--- src/rtl/spc_pkg.sv ---
package spc_pkg;
  localparam int unsigned PC_W  = 32;
  localparam int unsigned LO_W  = 3;
  localparam int unsigned HI_W  = PC_W - LO_W;
  typedef logic [LO_W-1:0] lo_t;
  typedef logic [HI_W-1:0] hi_t;
  typedef logic [PC_W-1:0] pc_t;
endpackage

--- src/rtl/spc_hi_inc.sv ---
// Early path: upper field plus one; independent of the length flags.
module spc_hi_inc #(
  parameter int unsigned HI_W = 29
) (
  input  logic [HI_W-1:0] hi_in,
  output logic [HI_W-1:0] hi_plus
);
  always_comb begin
    hi_plus = hi_in + HI_W'(1);
  end
endmodule

--- src/rtl/spc_lo_add.sv ---
// Late path: low field plus instruction length, with carry out.
module spc_lo_add #(
  parameter int unsigned LO_W = 3
) (
  input  logic [LO_W-1:0] lo_in,
  input  logic            has_reg,
  input  logic            has_const,
  output logic [LO_W-1:0] lo_sum,
  output logic            carry
);
  logic [LO_W-1:0] step;
  logic [LO_W:0]   wide;

  always_comb begin
    // 1 + reg byte + 4 * constant, encoded directly in three bits
    step = LO_W'({has_const, has_reg, ~has_reg});
    wide = {1'b0, lo_in} + {1'b0, step};
    lo_sum = wide[LO_W-1:0];
    carry  = wide[LO_W];
  end
endmodule

--- src/rtl/spc_hi_sel.sv ---
// Carry-driven 2:1 choice of upper field, then join with low sum.
module spc_hi_sel #(
  parameter int unsigned HI_W = 29,
  parameter int unsigned LO_W = 3
) (
  input  logic [HI_W-1:0]      hi_keep,
  input  logic [HI_W-1:0]      hi_plus,
  input  logic                 carry,
  input  logic [LO_W-1:0]      lo_sum,
  output logic [HI_W+LO_W-1:0] pc_sum
);
  logic [HI_W-1:0] hi_pick;

  always_comb begin
    hi_pick = carry ? hi_plus : hi_keep;
    pc_sum  = {hi_pick, lo_sum};
  end
endmodule

--- src/rtl/spc_next_pc.sv ---
module spc_next_pc
  import spc_pkg::*;
#(
  parameter bit REG_OUT = 1'b1
) (
  input  logic            clk,
  input  logic            rst_n,
  input  logic            en,
  input  logic [PC_W-1:0] pc_in,
  input  logic            has_reg,
  input  logic            has_const,
  output logic [PC_W-1:0] pc_next
);
  hi_t hi_plus;
  lo_t lo_sum;
  logic carry;
  pc_t pc_sum;

  spc_hi_inc #(.HI_W(HI_W)) u_hi (
    .hi_in   (pc_in[PC_W-1:LO_W]),
    .hi_plus (hi_plus)
  );

  spc_lo_add #(.LO_W(LO_W)) u_lo (
    .lo_in     (pc_in[LO_W-1:0]),
    .has_reg   (has_reg),
    .has_const (has_const),
    .lo_sum    (lo_sum),
    .carry     (carry)
  );

  spc_hi_sel #(.HI_W(HI_W), .LO_W(LO_W)) u_sel (
    .hi_keep (pc_in[PC_W-1:LO_W]),
    .hi_plus (hi_plus),
    .carry   (carry),
    .lo_sum  (lo_sum),
    .pc_sum  (pc_sum)
  );

  generate
    if (REG_OUT) begin : g_reg
      pc_t pc_q, pc_d;

      always_comb begin
        pc_d = pc_q;
        if (en) pc_d = pc_sum;
      end

      always_ff @(posedge clk or negedge rst_n) begin
        if (!rst_n) pc_q <= '0;
        else        pc_q <= pc_d;
      end

      assign pc_next = pc_q;

      // Independent full-width reference for the checks below
      pc_t chk_ref;
      assign chk_ref = pc_in + PC_W'(has_reg) + PC_W'({has_const, 2'b00}) + PC_W'(1);

      AST_FULL_SUM: assert property (@(posedge clk) disable iff (!rst_n)
        en |=> pc_next == $past(chk_ref));
      AST_STEP_RANGE: assert property (@(posedge clk) disable iff (!rst_n)
        en |=> ((pc_next - $past(pc_in)) >= PC_W'(1)) && ((pc_next - $past(pc_in)) <= PC_W'(6)));
      AST_HI_KEPT: assert property (@(posedge clk) disable iff (!rst_n)
        (en && !carry) |=> pc_next[PC_W-1:LO_W] == $past(pc_in[PC_W-1:LO_W]));
      AST_HI_BUMPED: assert property (@(posedge clk) disable iff (!rst_n)
        (en && carry) |=> pc_next[PC_W-1:LO_W] == $past(hi_plus));
      AST_HOLD: assert property (@(posedge clk) disable iff (!rst_n)
        !en |=> $stable(pc_next));
      always_comb begin
        if (!rst_n) AST_RESET_ZERO: assert (pc_q == '0);
      end
    end else begin : g_comb
      assign pc_next = pc_sum;
      wire unused_ok = &{1'b0, clk, rst_n, en};
    end
  endgenerate
endmodule

--- config.mk ---
export PLATFORM = sky130hd
export DESIGN_NAME = spc_next_pc
export DESIGN_NICKNAME = d
export VERILOG_FILES = /design/src/rtl/spc_pkg.sv /design/src/rtl/spc_hi_inc.sv /design/src/rtl/spc_lo_add.sv /design/src/rtl/spc_hi_sel.sv /design/src/rtl/spc_next_pc.sv
export SDC_FILE = /design/constraint.sdc
export NUM_CORES = 1
export LEC_CHECK = 0
export BUFFER_PORTS_ARGS = -buffer_cell sky130_fd_sc_hd__buf_2
export CAP_MARGIN = 10
export CELL_PAD_IN_SITES_DETAIL_PLACEMENT = 1
export CELL_PAD_IN_SITES_GLOBAL_PLACEMENT = 1
export CORE_MARGIN = 2
export CORE_UTILIZATION = 37
export DETAILED_ROUTE_END_ITERATION = 8
export PLACE_DENSITY_LB_ADDON = 0.12
export SETUP_SLACK_MARGIN = 0.15
export SLEW_MARGIN = 30
export SYNTH_ARGS = -nofsm -noshare
export SYNTH_HDL_FRONTEND = slang
export SYNTH_SLANG_ARGS = --single-unit
--- constraint.sdc ---
create_clock -name clk -period 1 [get_ports clk]
set_input_delay 0 -clock clk [delete_from_list [all_inputs] [get_ports clk]]
set_output_delay 0 -clock clk [all_outputs]
set_load 0.005 [all_outputs]
==> out/summary.json, run 1 <==
{
  "layout-area-overhead-vs-synth": {"value": 65.0, "unit": "%"},
  "layout.cells.most_common_list": {"value": "sky130_fd_sc_hd__buf_2, sky130_fd_sc_hd__buf_4, sky130_fd_sc_hd__dfrtp_1"},
  "detail_route.iter0.violations": {"value": 73},
  "synthSimpleGateAreaFrac": {"value": 25.6, "unit": "%"},
  "status": {"value": "finished, violations left"},
  "largest_net_degree_at_the_start_of_global_routing": {"value": 43},
  "netlist_area": {"value": 1980, "unit": "um^2"},
  "critical_path.max_stage_delay": {"value": 370, "unit": "ps"},
  "synth_compound_area_share": {"value": 10.7, "unit": "%"},
  "static-leakage-power": {"value": 1.46, "unit": "nW"},
  "core_region_area": {"value": 5140, "unit": "um^2"},
  "hold_end": {"value": "pc_next[31]"},
  "hpwl_after_dpl": {"value": 4390, "unit": "um"},
  "final_common_cell": {"value": "sky130_fd_sc_hd__buf_2"},
  "fin_cells": {"value": 398},
  "arrival": {"value": 1400, "unit": "ps"},
  "post_synth_xor_area_fraction": {"value": 12.8, "unit": "%"},
  "place_worst_setup_slack": {"value": -642, "unit": "ps"},
  "dr.pass1.iters": {"value": 4},
  "clock_power_share": {"value": 35.8, "unit": "%"},
  "cap_violations": {"value": 0},
  "period_share": {"value": 122, "unit": "%"},
  "crit_path_top_delay_cell": {"value": "sky130_fd_sc_hd__a211o_4"},
  "post-route-worst-setup-slack": {"value": -222, "unit": "ps"},
  "synthesis.area_per_instance": {"value": 9.66, "unit": "um^2"},
  "synthCells": {"value": 205},
  "slew-limit-headroom": {"value": 75.8, "unit": "%"},
  "power.switching": {"value": 1.12, "unit": "mW"},
  "synth_top_family_by_area": {"value": "simple AND/OR/NAND/NOR gates"},
  "end_kind": {"value": "flip-flop"},
  "antenna_violating_nets_post_route": {"value": 0},
  "synthesis.nets": {"value": 247},
  "postRouteWirelength": {"value": 7720, "unit": "um"},
  "chipWidth": {"value": 77.2, "unit": "um"},
  "r2r-start": {"value": "pc_next[21]"},
  "grt_first_pass_wirelength": {"value": 11400, "unit": "um"},
  "synthDistinctLibCells": {"value": 35},
  "die_h": {"value": 77.2, "unit": "um"},
  "placement.io_buffers": {"value": 68},
  "postLayoutCoreUtil": {"value": 63.6, "unit": "%"},
  "power.switching_fraction": {"value": 28.5, "unit": "%"},
  "final-max-slew-violation-count": {"value": 0},
  "failed_checks": {"value": "setup timing"},
  "crit_family": {"value": "compound AO/OA/AOI/OAI gates"},
  "number_of_failing_hold_endpoints_at_the_final_stage": {"value": 0},
  "ys_dominant_reg_cell": {"value": "sky130_fd_sc_hd__dfrtp_1"},
  "portion_of_total_power_attributed_to_sequential_cells": {"value": 38.2, "unit": "%"},
  "vdd_drop_max": {"value": 657, "unit": "uV"},
  "crit_buf_inv": {"value": 3},
  "ff2ff_setup_slack": {"value": 190, "unit": "ps"},
  "min_path_type": {"value": "primary input to flip-flop"},
  "path_max_fanout": {"value": 7},
  "timing.hold.ws": {"value": 9.08, "unit": "ps"},
  "worstHoldPathCells": {"value": 3},
  "ys_ff_latch": {"value": 32},
  "drive_above_1_share": {"value": 54.0, "unit": "%"},
  "pin_count": {"value": 69},
  "htree_levels": {"value": 2},
  "grt_use_total": {"value": 24.7, "unit": "%"},
  "synth.area.mux_share": {"value": 2.72, "unit": "%"},
  "pwr-share-comb": {"value": 26.0, "unit": "%"},
  "timing.critical_path.cells": {"value": "buf_8 > ha_4 > a211o_4 > o211ai_4 > buf_8 > buf_6 > nor2_2 > xnor2_1 > a21oi_1"},
  "total_number_of_nets_in_the_final_design": {"value": 369},
  "dp_cells": {"value": 378},
  "worst_r2r_endpoint": {"value": "pc_next[21]"},
  "finish.instance_area": {"value": 3270, "unit": "um^2"},
  "remaining_drc_errors": {"value": 0},
  "synth-seq-area-share": {"value": 40.4, "unit": "%"},
  "grt.overflow.total": {"value": 0},
  "vias_per_cell": {"value": 5.25},
  "gpl.final_weighted_congestion": {"value": 0.864},
  "fmax": {"value": 818, "unit": "MHz"},
  "report.final.setup_viol": {"value": 29},
  "min_period": {"value": 1220, "unit": "ps"},
  "rsz0062_at_grt": {"value": "true"},
  "clock-sinks": {"value": 32},
  "crit_required": {"value": 1180, "unit": "ps"},
  "cp_common_cell": {"value": "sky130_fd_sc_hd__buf_8"},
  "async_set_or_reset_register_ratio_after_synthesis": {"value": 100, "unit": "%"},
  "cell_internal_pwr": {"value": 2.83, "unit": "mW"},
  "route.detailed.wl_per_inst": {"value": 19.4, "unit": "um"},
  "total_clock_buffers_created_by_cts": {"value": 5},
  "r2r_cells": {"value": 2},
  "synth-adder-area-share": {"value": 3.54, "unit": "%"},
  "clk_latency": {"value": 290, "unit": "ps"},
  "clk_pin_slew": {"value": 70, "unit": "ps"},
  "worstSetupStartpointType": {"value": "primary input"},
  "edff_count_synth": {"value": 0},
  "yosysWarningCount": {"value": 0},
  "antenna_cells": {"value": 0},
  "cts.path.max_buffers": {"value": 2},
  "timing_worst_slew_pin_value": {"value": 363, "unit": "ps"},
  "pwr_density_cell": {"value": 1210, "unit": "nW/um^2"},
  "die_area": {"value": 5950, "unit": "um^2"},
  "via_count": {"value": 2089},
  "largest_register_ff_count": {"value": 32},
  "first_global_vias": {"value": 2254},
  "fin_skew": {"value": 0, "unit": "ps"},
  "hold_path_startpoint": {"value": "pc_in[31]"},
  "number_of_antenna_violations_at_the_first_check_in_global_routing": {"value": 0},
  "tritoncts": {"value": "done"},
  "placedInstanceArea": {"value": 2860, "unit": "um^2"},
  "critPathKind": {"value": "primary input to flip-flop"},
  "initial_utilization": {"value": 38.5, "unit": "%"},
  "rows": {"value": 26},
  "cts_root_buffer": {"value": "sky130_fd_sc_hd__clkbuf_8"}
}
-- cell families (layout without fill, tap and decap cells) --
kind of cell | after synthesis | count (layout)
flip-flops | 32 | 32
AO/OA/AOI/OAI | 33 | 34
XOR/XNOR | 29 | 29
buffers and inverters | 17 | 139
AND/OR/NAND/NOR | 84 | 84
adder cells (fa/ha/maj) | 5 | 5
multiplexers | 5 | 5
-- power groups by stage --
stage               logic [mW]  clock network [mW]  registers (mW)
floorplan                0.354                   0            1.54
global placement         0.854                   0            1.52
detailed placement       0.885                   0            1.53
CTS                      0.975                1.43            1.51
global route              1.11                1.49            1.52
finish                    1.03                1.41            1.51
-- per-stage QoR --
stage / power, mW / setup TNS (ps)
floorplan: 1.89 / -5620
global placement: 2.38 / -15520
detailed placement: 2.41 / -16200
CTS: 3.91 / -3390
global route: 4.12 / -6080
finish: 3.95 / -4530
-- cells in the mapped netlist, types with 3 or more instances --
library cell | instances | area, um^2
sky130_fd_sc_hd__and3_1 | 5 | 31.3
sky130_fd_sc_hd__nor4_1 | 5 | 31.3
sky130_fd_sc_hd__xor2_1 | 4 | 35.0
sky130_fd_sc_hd__clkbuf_1 | 7 | 26.3
sky130_fd_sc_hd__nor3_1 | 6 | 30.0
sky130_fd_sc_hd__ha_1 | 4 | 50.1
sky130_fd_sc_hd__nand3_1 | 9 | 45.0
sky130_fd_sc_hd__a21oi_1 | 28 | 140
sky130_fd_sc_hd__inv_1 | 7 | 26.3
sky130_fd_sc_hd__xnor2_1 | 25 | 219
sky130_fd_sc_hd__mux2_2 | 3 | 33.8
sky130_fd_sc_hd__nor2_1 | 32 | 120
sky130_fd_sc_hd__nor4_2 | 5 | 62.6
sky130_fd_sc_hd__nand2_1 | 9 | 33.8
sky130_fd_sc_hd__dfrtp_1 | 32 | 801
-- worst max path at each step --
stage	start	end	slack [ps]	cells past startpoint
after floorplan	pc_in[1]	pc_next[16]	-260	7
after global placement	has_reg	pc_next[26]	-570	8
after detailed placement	has_reg	pc_next[12]	-640	8
after CTS	has_reg	pc_next[3]	-180	8
after global routing	pc_in[1]	pc_next[6]	-280	8
final	pc_in[1]	pc_next[10]	-220	9
-- cell type report --
cell class	count	area (um^2)
Sequential cell	32	801
Clock buffer	7	96.3
Fill cell	613	1870
Tap cell	70	87.6
Multi-Input combinational cell	157	1360
Inverter	7	38.8
Timing Repair Buffer	124	852
Clock inverter	1	30.0
-- what timing repair did --
item,in CTS,in global routing
setup buffers,4,6
cloned,1,0
setup endpoints to repair,30,33
hold buffers,1,0
hold endpoints to repair,32,0
resized for setup,23,11
pin swaps,31,15
-- worst reg2reg max path, delay by kind of cell, from the launching register on --
family | cells | cell delay, ps
AOI/OAI and AO/OA | 1 | 80
DFF | 1 | 420
and+or+nand+nor | 1 | 190
-- metal layers --
| metal | vias up | track usage (%) | share of wire [%] |
|---|---|---|---|
| met3 | 24 | 5.76 | 3.7 |
| met2 | 71 | 44.1 | 54 |
| li1 | 957 | - | - |
| met5 | - | 0 | 0 |
| met1 | 1037 | 28.1 | 39 |
| met4 | 0 | 10.5 | 3.0 |
Power figures use the tool's default switching activity.
==> inputs of run 2 (changes only) <==
--- a/config.mk
+++ b/config.mk
@@ -13,8 +13,8 @@
 export CORE_UTILIZATION = 37
 export DETAILED_ROUTE_END_ITERATION = 8
 export PLACE_DENSITY_LB_ADDON = 0.12
+export RECOVER_POWER = 100
 export SETUP_SLACK_MARGIN = 0.15
-export SLEW_MARGIN = 30
 export SYNTH_ARGS = -nofsm -noshare
 export SYNTH_HDL_FRONTEND = slang
 export SYNTH_SLANG_ARGS = --single-unit
==> run 2 against run 1 <==
Net effect:
- the flow still finishes with violations (setup timing)
- first-iteration DRC count decreased by 1.4%
- global-route usage unchanged
- critical path depth unchanged
- clock power hardly changed
- wire length shrank 0.43%
==> out/summary.json, run 2 (synthesis gave the netlist of run 1 again) <==
{
  "chipWidth": {"value": 77.2, "unit": "um", "change": "unchanged"},
  "die_area": {"value": 5950, "unit": "um^2", "change": "unchanged"},
  "grt.overflow.total": {"value": 0, "change": "unchanged"},
  "fin_cells": {"value": 398, "change": "unchanged"},
  "layout.cells.most_common_list": {"value": "sky130_fd_sc_hd__buf_2, sky130_fd_sc_hd__buf_4, sky130_fd_sc_hd__dfrtp_1"},
  "slew-limit-headroom": {"value": 67.2, "unit": "%", "change": "-8.5 points"},
  "final_common_cell": {"value": "sky130_fd_sc_hd__buf_2"},
  "end_kind": {"value": "flip-flop"},
  "timing_worst_slew_pin_value": {"value": 491, "unit": "ps", "change": "+128 ps"},
  "largest_net_degree_at_the_start_of_global_routing": {"value": 43, "change": "unchanged"},
  "hold_end": {"value": "pc_next[11]"},
  "drive_above_1_share": {"value": 49.1, "unit": "%", "change": "-4.9 points"},
  "largest_register_ff_count": {"value": 32, "change": "unchanged"},
  "layout-area-overhead-vs-synth": {"value": 63.3, "unit": "%"},
  "path_max_fanout": {"value": 7, "change": "unchanged"},
  "report.final.setup_viol": {"value": 29, "change": "unchanged"},
  "route.detailed.wl_per_inst": {"value": 19.3, "unit": "um", "change": "-0.43%"},
  "initial_utilization": {"value": 38.5, "unit": "%", "change": "unchanged"},
  "grt_use_total": {"value": 24.7, "unit": "%", "change": "unchanged"},
  "first_global_vias": {"value": 2254, "change": "unchanged"},
  "period_share": {"value": 122, "unit": "%", "change": "-0.25 points"},
  "grt_first_pass_wirelength": {"value": 11400, "unit": "um", "change": "unchanged"},
  "dp_cells": {"value": 378, "change": "unchanged"},
  "rsz0062_at_grt": {"value": "true"},
  "final-max-slew-violation-count": {"value": 0, "change": "unchanged"},
  "min_path_type": {"value": "primary input to flip-flop"},
  "pin_count": {"value": 69, "change": "unchanged"},
  "static-leakage-power": {"value": 1.42, "unit": "nW", "change": "-2.8%"},
  "multi_input_comb_area": {"value": 1360, "unit": "um^2", "change": "-0.18%"},
  "detail_route.iter0.violations": {"value": 72, "change": "-1.4%"},
  "hpwl_after_dpl": {"value": 4390, "unit": "um", "change": "unchanged"},
  "antenna_cells": {"value": 0, "change": "unchanged"},
  "postLayoutCoreUtil": {"value": 62.9, "unit": "%", "change": "-0.66 points"},
  "status": {"value": "finished, violations left"},
  "cts.path.max_buffers": {"value": 2, "change": "unchanged"},
  "post-route-worst-setup-slack": {"value": -219, "unit": "ps", "change": "+2.47 ps"},
  "arrival": {"value": 1400, "unit": "ps", "change": "about the same"},
  "tritoncts": {"value": "done"},
  "number_of_antenna_violations_at_the_first_check_in_global_routing": {"value": 0, "change": "unchanged"},
  "fin_skew": {"value": 0, "unit": "ps", "change": "unchanged"},
  "pwr_density_cell": {"value": 1220, "unit": "nW/um^2", "change": "+0.67%"},
  "number_of_failing_hold_endpoints_at_the_final_stage": {"value": 0, "change": "unchanged"},
  "htree_levels": {"value": 2, "change": "unchanged"},
  "worstHoldPathCells": {"value": 3, "change": "unchanged"},
  "ff2ff_setup_slack": {"value": 190, "unit": "ps", "change": "about the same"},
  "min_period": {"value": 1220, "unit": "ps", "change": "-2.47 ps"},
  "total_clock_buffers_created_by_cts": {"value": 5, "change": "unchanged"},
  "remaining_drc_errors": {"value": 0, "change": "unchanged"},
  "place_worst_setup_slack": {"value": -642, "unit": "ps", "change": "unchanged"},
  "postRouteWirelength": {"value": 7680, "unit": "um", "change": "-0.43%"},
  "clk_pin_slew": {"value": 70, "unit": "ps", "change": "about the same"},
  "dr.pass1.iters": {"value": 4, "change": "unchanged"},
  "die_h": {"value": 77.2, "unit": "um", "change": "unchanged"},
  "worstSetupStartpointType": {"value": "primary input"},
  "vdd_drop_max": {"value": 657, "unit": "uV", "change": "about the same"},
  "via_count": {"value": 2100, "change": "+0.53%"},
  "vias_per_cell": {"value": 5.28, "change": "+0.53%"},
  "clock-sinks": {"value": 32, "change": "unchanged"},
  "gpl.final_weighted_congestion": {"value": 0.864, "change": "unchanged"},
  "critPathKind": {"value": "primary input to flip-flop"},
  "fillerInstances": {"value": 625, "change": "+2.0%"},
  "rows": {"value": 26, "change": "unchanged"},
  "r2r_cells": {"value": 2, "change": "unchanged"},
  "crit_required": {"value": 1180, "unit": "ps", "change": "about the same"},
  "fmax": {"value": 820, "unit": "MHz", "change": "+0.20%"},
  "r2r-start": {"value": "pc_next[21]"},
  "core_region_area": {"value": 5140, "unit": "um^2", "change": "unchanged"},
  "worst_r2r_endpoint": {"value": "pc_next[21]"},
  "placement.io_buffers": {"value": 68, "change": "unchanged"},
  "cap_violations": {"value": 0, "change": "unchanged"},
  "seq_area": {"value": 801, "unit": "um^2", "change": "unchanged"},
  "hold_path_startpoint": {"value": "pc_in[11]"},
  "failed_checks": {"value": "setup timing"},
  "clk_latency": {"value": 290, "unit": "ps", "change": "about the same"},
  "total_number_of_nets_in_the_final_design": {"value": 369, "change": "unchanged"},
  "antenna_violating_nets_post_route": {"value": 0, "change": "unchanged"},
  "cts_root_buffer": {"value": "sky130_fd_sc_hd__clkbuf_8"},
  "report.power.total": {"value": 3.94, "unit": "mW", "change": "-0.37%"}
}
run 2: cell types whose count changed in the layout (fill, tap and decap cells not counted), sizes merged:
cell | before | now
buf | 123 | 108
clkbuf | 7 | 22
run 2: layout make-up:
type / instances / share of cell area [%]
timing repair buffer: 124 / 25.4
multi-input combinational: 157 / 42.1
sequential: 32 / 24.8
tap: 70 / 2.71
clock buffer: 7 / 2.98
inverter: 7 / 1.20
clock inverter: 1 / 0.928
run 2: routing by layer:
metal | vias to the layer above | global-route usage (%) | wire (um)
met4 | 0 | 10.5 | 244
met3 | 24 | 5.76 | 283
met5 | - | 0 | 0
met1 | 1046 | 28.1 | 2970
met2 | 71 | 44.1 | 4180
li1 | 959 | - | -
run 2: worst max-delay path: stages:
cell and delay, ps:
sky130_fd_sc_hd__buf_8 100, sky130_fd_sc_hd__ha_4 220, sky130_fd_sc_hd__a211o_4 370, sky130_fd_sc_hd__o211ai_4 140, sky130_fd_sc_hd__buf_8 190, sky130_fd_sc_hd__buf_6 100
sky130_fd_sc_hd__nor2_2 30, sky130_fd_sc_hd__xnor2_1 150, sky130_fd_sc_hd__a21oi_1 80
run 2: how the worst max path moves through the flow:
stage	start	end	depth (start not counted)
after floorplan	pc_in[1]	pc_next[16]	7
after global placement	has_reg	pc_next[26]	8
after detailed placement	has_reg	pc_next[12]	8
after global routing	pc_in[1]	pc_next[6]	8
final	pc_in[1]	pc_next[10]	9
after CTS	has_reg	pc_next[3]	8
run 2: stage by stage:
stage	instance area [um^2]	setup TNS (ps)	hold WS (ps)
2_1_floorplan	2120	-5620	-296
3_3_place_gp	2860	-15520	-26.2
3_5_place_dp	2860	-16200	-25.6
4_1_cts	3170	-3390	3.95
5_1_grt	3230	-6080	21.5
6_report	3230	-4460	7.12
run 2: power by group:
| group | leakage (nW) | switching, mW | internal (mW) |
|---|---|---|---|
| registers | 0.359 | 0.0807 | 1.43 |
| clock network | 0.0645 | 0.544 | 0.880 |
| logic | 0.999 | 0.508 | 0.492 |
| total | 1.42 | 1.13 | 2.80 |
run 2: what timing repair did:
item / in CTS / in global routing
hold buffers: 1 / 0
cloned: 1 / 0
hold endpoints to repair: 32 / 0
buffers inserted: 4 / 6
pin swaps: 31 / 15
endpoints found under the setup margin: 30 / 33
resized for setup: 23 / 11
